==> config.mk <==
export PLATFORM = sky130hd
export DESIGN_NAME = stack_ptr_ctrl
export DESIGN_NICKNAME = d
export VERILOG_FILES = /design/src/rtl/spc_pkg.sv /design/src/rtl/spc_bank.sv /design/src/rtl/spc_ctrl.sv /design/src/rtl/stack_ptr_ctrl.sv
export SDC_FILE = /design/constraint.sdc
export NUM_CORES = 1
export LEC_CHECK = 0
export BUFFER_PORTS_ARGS = -buffer_cell sky130_fd_sc_hd__buf_4
export CORE_MARGIN = 5
export CORE_UTILIZATION = 54
export CTS_CLUSTER_SIZE = 20
export DETAILED_ROUTE_END_ITERATION = 7
export PLACE_DENSITY = 0.89
export SYNTH_ARGS = -nofsm -noshare
export SYNTH_HDL_FRONTEND = slang
export SYNTH_SLANG_ARGS = --single-unit
export TNS_END_PERCENT = 5
==> constraint.sdc <==
create_clock -name clk -period 4.5 [get_ports clk]
set_input_delay 0.225 -clock clk [delete_from_list [all_inputs] [get_ports clk]]
set_output_delay 0.225 -clock clk [all_outputs]
set_load 0.01 [all_outputs]
==> src/rtl/spc_pkg.sv <==
package spc_pkg;
  typedef enum logic [2:0] {
    OP_PUSH   = 3'd0,
    OP_POP    = 3'd1,
    OP_POPRET = 3'd2,
    OP_JUSR   = 3'd3,
    OP_EXC    = 3'd4,
    OP_ERET   = 3'd5,
    OP_PRWR   = 3'd6,
    OP_NONE   = 3'd7
  } op_e;

  typedef enum logic [1:0] {
    ST_IDLE  = 2'd0,
    ST_EXC2  = 2'd1,
    ST_ERET2 = 2'd2
  } seq_e;

  localparam int NPTR   = 3;
  localparam int IX_SSP = 0;
  localparam int IX_USP = 1;
  localparam int IX_ISP = 2;
endpackage

==> src/rtl/spc_bank.sv <==
module spc_bank #(
  parameter int PTR_W = 32,
  parameter int NPTR  = 3,
  parameter logic [NPTR*PTR_W-1:0] RST_VALS = '0
) (
  input  logic                  clk,
  input  logic                  rst_n,
  input  logic [NPTR-1:0]       ld_en,
  input  logic [NPTR*PTR_W-1:0] ld_val,
  output logic [NPTR*PTR_W-1:0] ptrs
);
  for (genvar g = 0; g < NPTR; g++) begin : g_ptr
    logic [PTR_W-1:0] q;
    always_ff @(posedge clk or negedge rst_n) begin
      if (!rst_n)        q <= RST_VALS[g*PTR_W +: PTR_W];
      else if (ld_en[g]) q <= ld_val[g*PTR_W +: PTR_W];
    end
    assign ptrs[g*PTR_W +: PTR_W] = q;
  end
endmodule

==> src/rtl/spc_ctrl.sv <==
module spc_ctrl
  import spc_pkg::*;
#(
  parameter int PTR_W  = 32,
  parameter int WORD_W = 16
) (
  input  logic                  clk,
  input  logic                  rst_n,
  input  logic                  op_valid,
  output logic                  op_ready,
  input  logic [2:0]            op_code,
  input  logic [PTR_W-1:0]      op_data,
  input  logic [1:0]            op_sel,
  input  logic [WORD_W-2:0]     status_in,
  output logic                  mem_valid,
  input  logic                  mem_ready,
  output logic                  mem_we,
  output logic [PTR_W-1:0]      mem_addr,
  output logic [WORD_W-1:0]     mem_wdata,
  input  logic [WORD_W-1:0]     mem_rdata,
  output logic                  jump_valid,
  output logic [WORD_W-1:0]     jump_addr,
  output logic                  user_mode,
  output logic                  viol,
  input  logic [NPTR*PTR_W-1:0] ptrs,
  output logic [NPTR-1:0]       ld_en,
  output logic [NPTR*PTR_W-1:0] ld_val
);
  localparam logic [PTR_W-1:0] STEP = PTR_W'(WORD_W / 8);

  logic [PTR_W-1:0] ssp, usp, isp, act_sp;
  logic [1:0]       act_ix;
  assign ssp = ptrs[IX_SSP*PTR_W +: PTR_W];
  assign usp = ptrs[IX_USP*PTR_W +: PTR_W];
  assign isp = ptrs[IX_ISP*PTR_W +: PTR_W];

  logic             user_q, user_nxt, viol_q, viol_nxt, stat_ld;
  seq_e             state_q, state_nxt;
  logic [WORD_W-1:0] stat_q;
  logic [1:0]       ld_ix;
  logic             ld_any;
  logic [PTR_W-1:0] ld_v;
  op_e              op;

  assign op     = op_e'(op_code);
  assign act_sp = user_q ? usp : ssp;
  assign act_ix = user_q ? 2'(IX_USP) : 2'(IX_SSP);

  always_comb begin
    op_ready   = 1'b0;
    mem_valid  = 1'b0;
    mem_we     = 1'b0;
    mem_addr   = '0;
    mem_wdata  = '0;
    jump_valid = 1'b0;
    jump_addr  = '0;
    ld_any     = 1'b0;
    ld_ix      = 2'(IX_SSP);
    ld_v       = '0;
    user_nxt   = user_q;
    viol_nxt   = 1'b0;
    stat_ld    = 1'b0;
    state_nxt  = state_q;
    case (state_q)
      ST_IDLE: if (op_valid) begin
        case (op)
          OP_PUSH: begin
            mem_valid = 1'b1;
            mem_we    = 1'b1;
            mem_addr  = act_sp - STEP;
            mem_wdata = op_data[WORD_W-1:0];
            op_ready  = mem_ready;
            ld_any    = mem_ready;
            ld_ix     = act_ix;
            ld_v      = act_sp - STEP;
          end
          OP_POP, OP_POPRET: begin
            mem_valid  = 1'b1;
            mem_addr   = act_sp;
            op_ready   = mem_ready;
            ld_any     = mem_ready;
            ld_ix      = act_ix;
            ld_v       = act_sp + STEP;
            jump_valid = (op == OP_POPRET) && mem_ready;
            jump_addr  = mem_rdata;
          end
          OP_JUSR: begin
            op_ready   = 1'b1;
            jump_valid = 1'b1;
            jump_addr  = op_data[WORD_W-1:0];
            user_nxt   = 1'b1;
          end
          OP_EXC: begin
            mem_valid = 1'b1;
            mem_we    = 1'b1;
            mem_addr  = isp - STEP;
            mem_wdata = op_data[WORD_W-1:0];
            op_ready  = mem_ready;
            ld_any    = mem_ready;
            ld_ix     = 2'(IX_ISP);
            ld_v      = isp - STEP;
            stat_ld   = mem_ready;
            if (mem_ready) state_nxt = ST_EXC2;
          end
          OP_ERET: begin
            mem_valid = 1'b1;
            mem_addr  = isp;
            op_ready  = mem_ready;
            ld_any    = mem_ready;
            ld_ix     = 2'(IX_ISP);
            ld_v      = isp + STEP;
            if (mem_ready) begin
              user_nxt  = mem_rdata[0];
              state_nxt = ST_ERET2;
            end
          end
          OP_PRWR: begin
            op_ready = 1'b1;
            viol_nxt = user_q;
            ld_any   = !user_q && (op_sel != 2'd3);
            ld_ix    = op_sel;
            ld_v     = op_data;
          end
          default: op_ready = 1'b1;
        endcase
      end
      ST_EXC2: begin
        mem_valid = 1'b1;
        mem_we    = 1'b1;
        mem_addr  = isp - STEP;
        mem_wdata = stat_q;
        ld_any    = mem_ready;
        ld_ix     = 2'(IX_ISP);
        ld_v      = isp - STEP;
        if (mem_ready) begin
          user_nxt  = 1'b0;
          state_nxt = ST_IDLE;
        end
      end
      ST_ERET2: begin
        mem_valid  = 1'b1;
        mem_addr   = isp;
        ld_any     = mem_ready;
        ld_ix      = 2'(IX_ISP);
        ld_v       = isp + STEP;
        jump_valid = mem_ready;
        jump_addr  = mem_rdata;
        if (mem_ready) state_nxt = ST_IDLE;
      end
      default: state_nxt = ST_IDLE;
    endcase
  end

  assign ld_en  = ld_any ? (NPTR'(1) << ld_ix) : '0;
  assign ld_val = {NPTR{ld_v}};

  always_ff @(posedge clk or negedge rst_n) begin
    if (!rst_n) begin
      state_q <= ST_IDLE;
      user_q  <= 1'b0;
      viol_q  <= 1'b0;
      stat_q  <= '0;
    end else begin
      state_q <= state_nxt;
      user_q  <= user_nxt;
      viol_q  <= viol_nxt;
      if (stat_ld) stat_q <= {status_in, user_q};
    end
  end

  assign user_mode = user_q;
  assign viol      = viol_q;

  logic acc;
  assign acc = op_valid && op_ready;

  AST_USER_ENTRY: assert property (@(posedge clk) disable iff (!rst_n)
    $rose(user_q) |-> $past(acc && (op == OP_JUSR || op == OP_ERET)));
  AST_JUMP_SETS_USER: assert property (@(posedge clk) disable iff (!rst_n)
    (acc && op == OP_JUSR && state_q == ST_IDLE) |=> user_q);
  AST_EXC_DROPS_USER: assert property (@(posedge clk) disable iff (!rst_n)
    (state_q == ST_EXC2 && mem_ready) |=> !user_q);
  AST_VIOL_FREEZE: assert property (@(posedge clk) disable iff (!rst_n)
    viol_q |-> (ptrs == $past(ptrs) && user_q == $past(user_q)));
  AST_BEAT_HOLD: assert property (@(posedge clk) disable iff (!rst_n)
    (mem_valid && !mem_ready && state_q != ST_IDLE) |=>
      (mem_valid && $stable(mem_addr) && $stable(mem_we) && $stable(mem_wdata)));
  AST_SECOND_BEAT_BUSY: assert property (@(posedge clk) disable iff (!rst_n)
    (state_q != ST_IDLE) |-> !op_ready);
endmodule

==> src/rtl/stack_ptr_ctrl.sv <==
module stack_ptr_ctrl
  import spc_pkg::*;
#(
  parameter int PTR_W = 32,
  parameter int WORD_W = 16,
  parameter logic [PTR_W-1:0] SSP_RST = 32'h0000_0800,
  parameter logic [PTR_W-1:0] USP_RST = 32'h0000_0600,
  parameter logic [PTR_W-1:0] ISP_RST = 32'h0000_0400
) (
  input  logic              clk,
  input  logic              rst_n,
  input  logic              op_valid,
  output logic              op_ready,
  input  logic [2:0]        op_code,
  input  logic [PTR_W-1:0]  op_data,
  input  logic [1:0]        op_sel,
  input  logic [WORD_W-2:0] status_in,
  output logic              mem_valid,
  input  logic              mem_ready,
  output logic              mem_we,
  output logic [PTR_W-1:0]  mem_addr,
  output logic [WORD_W-1:0] mem_wdata,
  input  logic [WORD_W-1:0] mem_rdata,
  output logic              jump_valid,
  output logic [WORD_W-1:0] jump_addr,
  output logic              user_mode,
  output logic              viol
);
  localparam logic [NPTR*PTR_W-1:0] RST_VALS = {ISP_RST, USP_RST, SSP_RST};

  logic [NPTR*PTR_W-1:0] ptrs, ld_val;
  logic [NPTR-1:0]       ld_en;

  spc_bank #(.PTR_W(PTR_W), .NPTR(NPTR), .RST_VALS(RST_VALS)) u_bank (
    .clk(clk), .rst_n(rst_n), .ld_en(ld_en), .ld_val(ld_val), .ptrs(ptrs)
  );

  spc_ctrl #(.PTR_W(PTR_W), .WORD_W(WORD_W)) u_ctrl (
    .clk(clk), .rst_n(rst_n),
    .op_valid(op_valid), .op_ready(op_ready), .op_code(op_code),
    .op_data(op_data), .op_sel(op_sel), .status_in(status_in),
    .mem_valid(mem_valid), .mem_ready(mem_ready), .mem_we(mem_we),
    .mem_addr(mem_addr), .mem_wdata(mem_wdata), .mem_rdata(mem_rdata),
    .jump_valid(jump_valid), .jump_addr(jump_addr),
    .user_mode(user_mode), .viol(viol),
    .ptrs(ptrs), .ld_en(ld_en), .ld_val(ld_val)
  );
endmodule

Word level (Yosys, flattened, before mapping)
Index checks and enable logic that the tools add are counted.

storage, ports and cells
  register bits after elaboration = 116
  bits of input ports = 72
  output and inout port bits = 70
  word-level logic and storage cells = 92

operators by class
  add/subtract/negate cells = 4
  equal/unequal tests = 16
  shifts and indexed selects = 1
  muxes and demuxes = 50
  reduce and logical (&&, ||, !) cells = 14

operators with widths
  operator               count
  $pmux 32 s3            2
  $pmux 32 s5            1
  $pmux 32 s4            1
  $mux 32                3
  $pmux 16 s2            3
  $add 32x2->32 const B  2
  $sub 32x2->32 const B  2
  $mux 16                3
  $mux 1                 19
  $pmux 1 s2             8
  $ne 3x3->1 const B     4
  $pmux 2 s2             3
  $mux 2                 5
  $reduce_and 5->1       2
  $eq 3x3->1 const B     3
  $reduce_or 2->1        4
  $eq 3x2->1 const B     2
  $ne 2x2->1 const B     3
  $pmux 2 s3             1
  $reduce_or 5->1        1
  $eq 3x1->1 const B     1
  $logic_not 3->1        1
  $mux 3                 1
  $reduce_or 3->1        1
  8 further kinds        9

Depth between registers and ports, before layout
  word-level depth = 7
  gate-level depth with buffers = 18
  depth with buffers taken out = 11

Hierarchy
A second synthesis with hierarchy kept.

unflattened totals
  cell total of the unflattened synthesis = 1359
  area total of the unflattened synthesis = 11960.2 um2

modules (own cells, without submodules)
  module    instances  cells an instance  area an instance (um2)  sequential area each (um2)
  spc_ctrl  1          1155               7920.1                  500.5
  spc_bank  1          204                4040.1                  2407.3

Worst setup path before layout
No wires, ideal clock.

  path kind = reg-to-reg
  start = register u_ctrl.user_q (netlist: u_ctrl.user_mode)
  end = register u_bank.g_ptr[0].q[29]
  setup time = 0.125 ns
  arrival time = 4.252 ns
  data required time = 4.375 ns
  path slack = 0.123 ns
  stages on the path, launching flop included = 18
  path buffers = 7
  clock period less this slack = 4.377 ns
  cell sequence = dfrtp_1 buf_2 buf_2 buf_2 buf_2 buf_2 buf_2 buf_2 mux2i_1 ha_1 nand3b_1 nor3_1 o211ai_1 nor4_1 xnor2_1 o22ai_1 or4_1 mux2_2

on the way
  cells in the longest elaborated chain, start to end = 6
  elaborated cells on any way between the ends = 17
  those cells by class = add/sub: 2; shift: 1; mux: 12; reduce/logical: 2

RTL lines
  what                                                                   line             text
  start: declaration                                                     spc_ctrl.sv:37   logic user_q, user_nxt, viol_q, viol_nxt, stat_ld;
  start signal: assignment                                               spc_ctrl.sv:165  user_q <= user_nxt;
  parallel branches: the longest is 6 deep, another holds $add 32x2->32  --
  end signal: assignment                                                 spc_bank.sv:15   if (!rst_n) q <= RST_VALS[g*PTR_W +: PTR_W];
  end signal: assignment                                                 spc_bank.sv:16   else if (ld_en[g]) q <= ld_val[g*PTR_W +: PTR_W];
  end: declaration                                                       spc_bank.sv:13   logic [PTR_W-1:0] q;

Several ways; the timed one is not identified.
A chain may end at the register's enable or synchronous reset.

Worst setup path after layout
  start = register u_ctrl.user_q (netlist: u_ctrl.user_mode)
  end = output mem_addr[22]

on the way
  cells in the longest elaborated chain, start to end = 5

RTL lines
  what              line                  text
  $mux 32 (*)       spc_ctrl.sv:46        assign act_sp = user_q ? usp : ssp;
  $sub 32x2->32     spc_ctrl.sv:70        mem_addr = act_sp - STEP;
  $pmux 32 s4 (*)   spc_ctrl.sv:66        case (op)
  $mux 32 (*)       spc_ctrl.sv:65        ST_IDLE: if (op_valid) begin
  $pmux 32 s3 (*)   spc_ctrl.sv:64        case (state_q)
  end: declaration  stack_ptr_ctrl.sv:21  output logic [PTR_W-1:0] mem_addr,

Every way passes the cells marked *; elsewhere a longest branch is shown, timed or not.

==> metrics.md <==
| Metric | Value |
|---|---|
| Slew HR | 14.01% |
| Yosys reg bits | 116 |
| Hold Vio Cnt, Final | 0 |
| Vias in the first global route | 12550 |
| CP Capture Type | output pin |
| Critical path class | flip-flop to output pin |
| Die Wd | 154.3 um |
| First-pass GRT wire length | 70310 um |
| Setup TNS | 0 ps |
| Total chip power | 9.520 mW |
| Max Cap Viol | 0 |
| Count of final setup violators | 0 |
| Post-synth EDFFs | 0 |
| CP Launch Type | flip-flop |
| Max-slew violation count | 0 |
| Slew @ Worst Pin | 1285 ps |
| Synth Net Count | 1519 |
| Clock latency on the worst-skew pair | 430 ps |
| Total routed wirelength | 45720 um |
| Antenna Nets Post-Route | 0 |
| Post-DR vias/cell | 7.209 |
| Pwr/cell area | 722.3 mW/mm^2 |
| Placed inst area | 0.01260 mm^2 |
| Setup Fix Bufs, Post-CTS | 0 |
| Clock transition at path regs | 60 ps |
| TritonRoute pass-1 iters | 8 |
| Worst Path Max Fanout | 34 |
| Post-route clock period utilization | 98.48% |
| GPL Wtd Cong | 1.068 |
| GRT overflow | 0 |
| Clock Sinks | 116 |
| F_max | 225.6 MHz |
| Worst path arrival time | 4210 ps |
| Status | finished, violations left |
| Cell row count | 52 |
| Vias | 13030 |
| P_leak | 5.435 nW |
| Synth Cell Area | 0.01124 mm^2 |
| Core area | 0.02036 mm^2 |
| Chip height | 154.3 um |
| Maximum number of pins on one net before global-route repair | 71 |
| Netlist cell types | 75 |
| Final min period | 4432 ps |
| Asr flop ratio synth | 100.0% |
| Initial DRC count | 2372 |
| Reg2Reg Setup Slack | 410 ps |
| HPWL Detailed | 31930 um |
| Cells after Synth | 1439 |
| I/O pin total | 142 |
| CTS buffer count | 17 |
| Commonest register cell after synthesis | dfrtp_1 |
| Skew final | 11.76 ps |
| Clk root buf | clkbuf_16 |
| WL per Instance | 25.28 um |
| DRC | 25 |
| # H-tree levels | 4 |
| RSZ-0062 raised after global routing | no |
| Sequential area share after synthesis | 25.86% |
| Final hold slack | 23.10 ps |
| Worst vdd ir | 0.3198 mV |
| Initial Utilization | 55.21% |
| Fin nets | 1605 |
| Initial antenna violation count | 2 |
| CTS tree | yes |
| Area Growth Syn to Fin | 17.23% |
| Port Buffers | 141 |
| Design area | 0.01318 mm^2 |
| Layout cells sized above 1 | 21.65% |
| Die Area | 0.02381 mm^2 |
| Ant. Diodes | 0 |
| Fillers | 1721 |
| Req. time, crit path | 4280 ps |
| CTS Buffer Depth | 2 |
| Syn avg cell area | 7.813 um^2 |
| Failing checks | design-rule violations |
| Total track usage | 37.03% |
| Hold Crit Class | input port to flip-flop |
| Warnings from Yosys | 0 |
==> power breakdown <==
group | leakage [nW] | internal [mW] | switching, mW
sequential | 1.52 | 1.46 | 0.740
clock | 0.272 | 0.809 | 0.554
combinational | 3.64 | 2.39 | 3.57
total | 5.44 | 4.66 | 4.86
==> path summary, 6_finish.rpt <==
check                                      startpoint                     to  depth (start not counted)
worst max-delay path                 u_ctrl.user_mode           mem_addr[22]                         11
worst min-delay path                     status_in[9]      u_ctrl.stat_q[10]                          2
worst max register to register       u_ctrl.user_mode  u_bank.g_ptr[1].q[22]                         10
worst min register to register  u_bank.g_ptr[1].q[31]  u_bank.g_ptr[1].q[31]                          1
max in group asynchronous                       rst_n  u_bank.g_ptr[0].q[27]                          3
min in group asynchronous                       rst_n   u_bank.g_ptr[1].q[7]                          2
==> state kept, by name, indices dropped and copies added (netlist names) <==
name              count
u_bank.g_ptr.q       96
u_ctrl.viol           1
u_ctrl.user_mode      1
u_ctrl.state_q        2
u_ctrl.stat_q        16
==> what timing repair did <==
action | in CTS | in global routing
endpoints found under the setup margin | 0 | 1
hold endpoints to repair | 42 | 0
resized for setup | 0 | 1
hold buffers | 1 | 0
==> cells by family after synthesis <==
family / count (synthesis) / synth area share, %
simple gates: 493 / 21.59
compound gates: 464 / 28.28
buf+inv: 152 / 5.330
flops: 116 / 25.86
mux: 106 / 10.26
xor+xnor: 100 / 7.790
fa+ha+maj: 8 / 0.8903
==> Yosys cell counts (7+ instances only) <==
library cell,n,area share (%)
o211ai_1,13,0.87
o31ai_1,11,0.73
ha_1,8,0.89
a22oi_1,20,1.3
buf_1,11,0.37
nand4_1,26,1.4
nor4_1,22,1.2
xor2_1,24,1.9
nor2_1,127,4.2
nand3b_1,7,0.47
o221ai_1,7,0.55
buf_2,11,0.49
a31oi_1,13,0.72
mux2_2,74,7.4
dfrtp_1,112,25
and3_1,15,0.83
or3_1,14,0.78
nand3_1,24,1.1
a221oi_1,16,1.2
a22o_1,40,3.1
mux2i_1,32,2.8
clkbuf_1,106,3.5
nand2b_1,14,0.78
nor3b_1,10,0.67
inv_1,21,0.70
a211oi_1,25,1.7
xnor2_1,76,5.9
nor2b_1,10,0.56
o21ai_0,111,4.9
a21oi_1,71,3.2
o32ai_1,9,0.70
a211o_1,7,0.55
or4_1,11,0.73
o21a_1,7,0.47
o22ai_1,43,2.4
nor3_1,49,2.2
nand2_1,135,4.5
==> worst max-delay path, cell delays in order, from the launching register on <==
cell and delay [ps]:
dfrtp_4 590, buf_4 410, mux2i_1 620, o211ai_1 300
a211oi_1 310, buf_4 220, a21oi_1 70, o21ai_0 420
o21ai_0 250, a211oi_1 250, o21ai_0 140, buf_4 180
==> area by class of cell <==
type	count	area, um^2	share of cell area [%]
clock buffers	18	429.2	3.256
clock inverters	14	137.6	1.044
inverters	22	82.58	0.6265
multi-input cells	1171	7762	58.90
flip-flops and latches	116	2912	22.09
well taps	270	337.8	2.563
repair buffers	197	1519	11.52
==> per-stage QoR <==
step	utilization (%)	setup WS (ps)	cells
global placement	61.87	485.9	1775
floorplan	-	123.2	1439
detailed placement	61.87	471.8	1775
finish	64.72	68.26	1808
global route	64.72	35.96	1808
CTS	64.70	122.0	1808
==> layer usage <==
| layer | up-vias | GRT usage [%] | part of all wire [%] |
|---|---|---|---|
| li1 | 5573 | - | - |
| met2 | 1170 | 53.83 | 42 |
| met3 | 282 | 13.64 | 17 |
| met4 | 4 | 18.92 | 5.9 |
| met1 | 6004 | 48.26 | 36 |
| met5 | - | 0 | 0.048 |
==> placed cells by master, fill, tap and decap left out, types with 17 or more instances in the layout <==
cell	n
xor2_1	24
nor3_1	47
nand2_1	135
xnor2_1	76
nand4_1	26
clkbuf_16	17
mux2i_1	31
buf_4	193
a22o_1	40
o21ai_0	111
nor4_1	22
nor2_1	125
a21oi_1	71
nand3_1	24
dfrtp_1	111
a22oi_1	20
o22ai_1	43
mux2_2	74
a211oi_1	25
inv_1	21
Note: power is estimated with default switching activity, not from simulation.
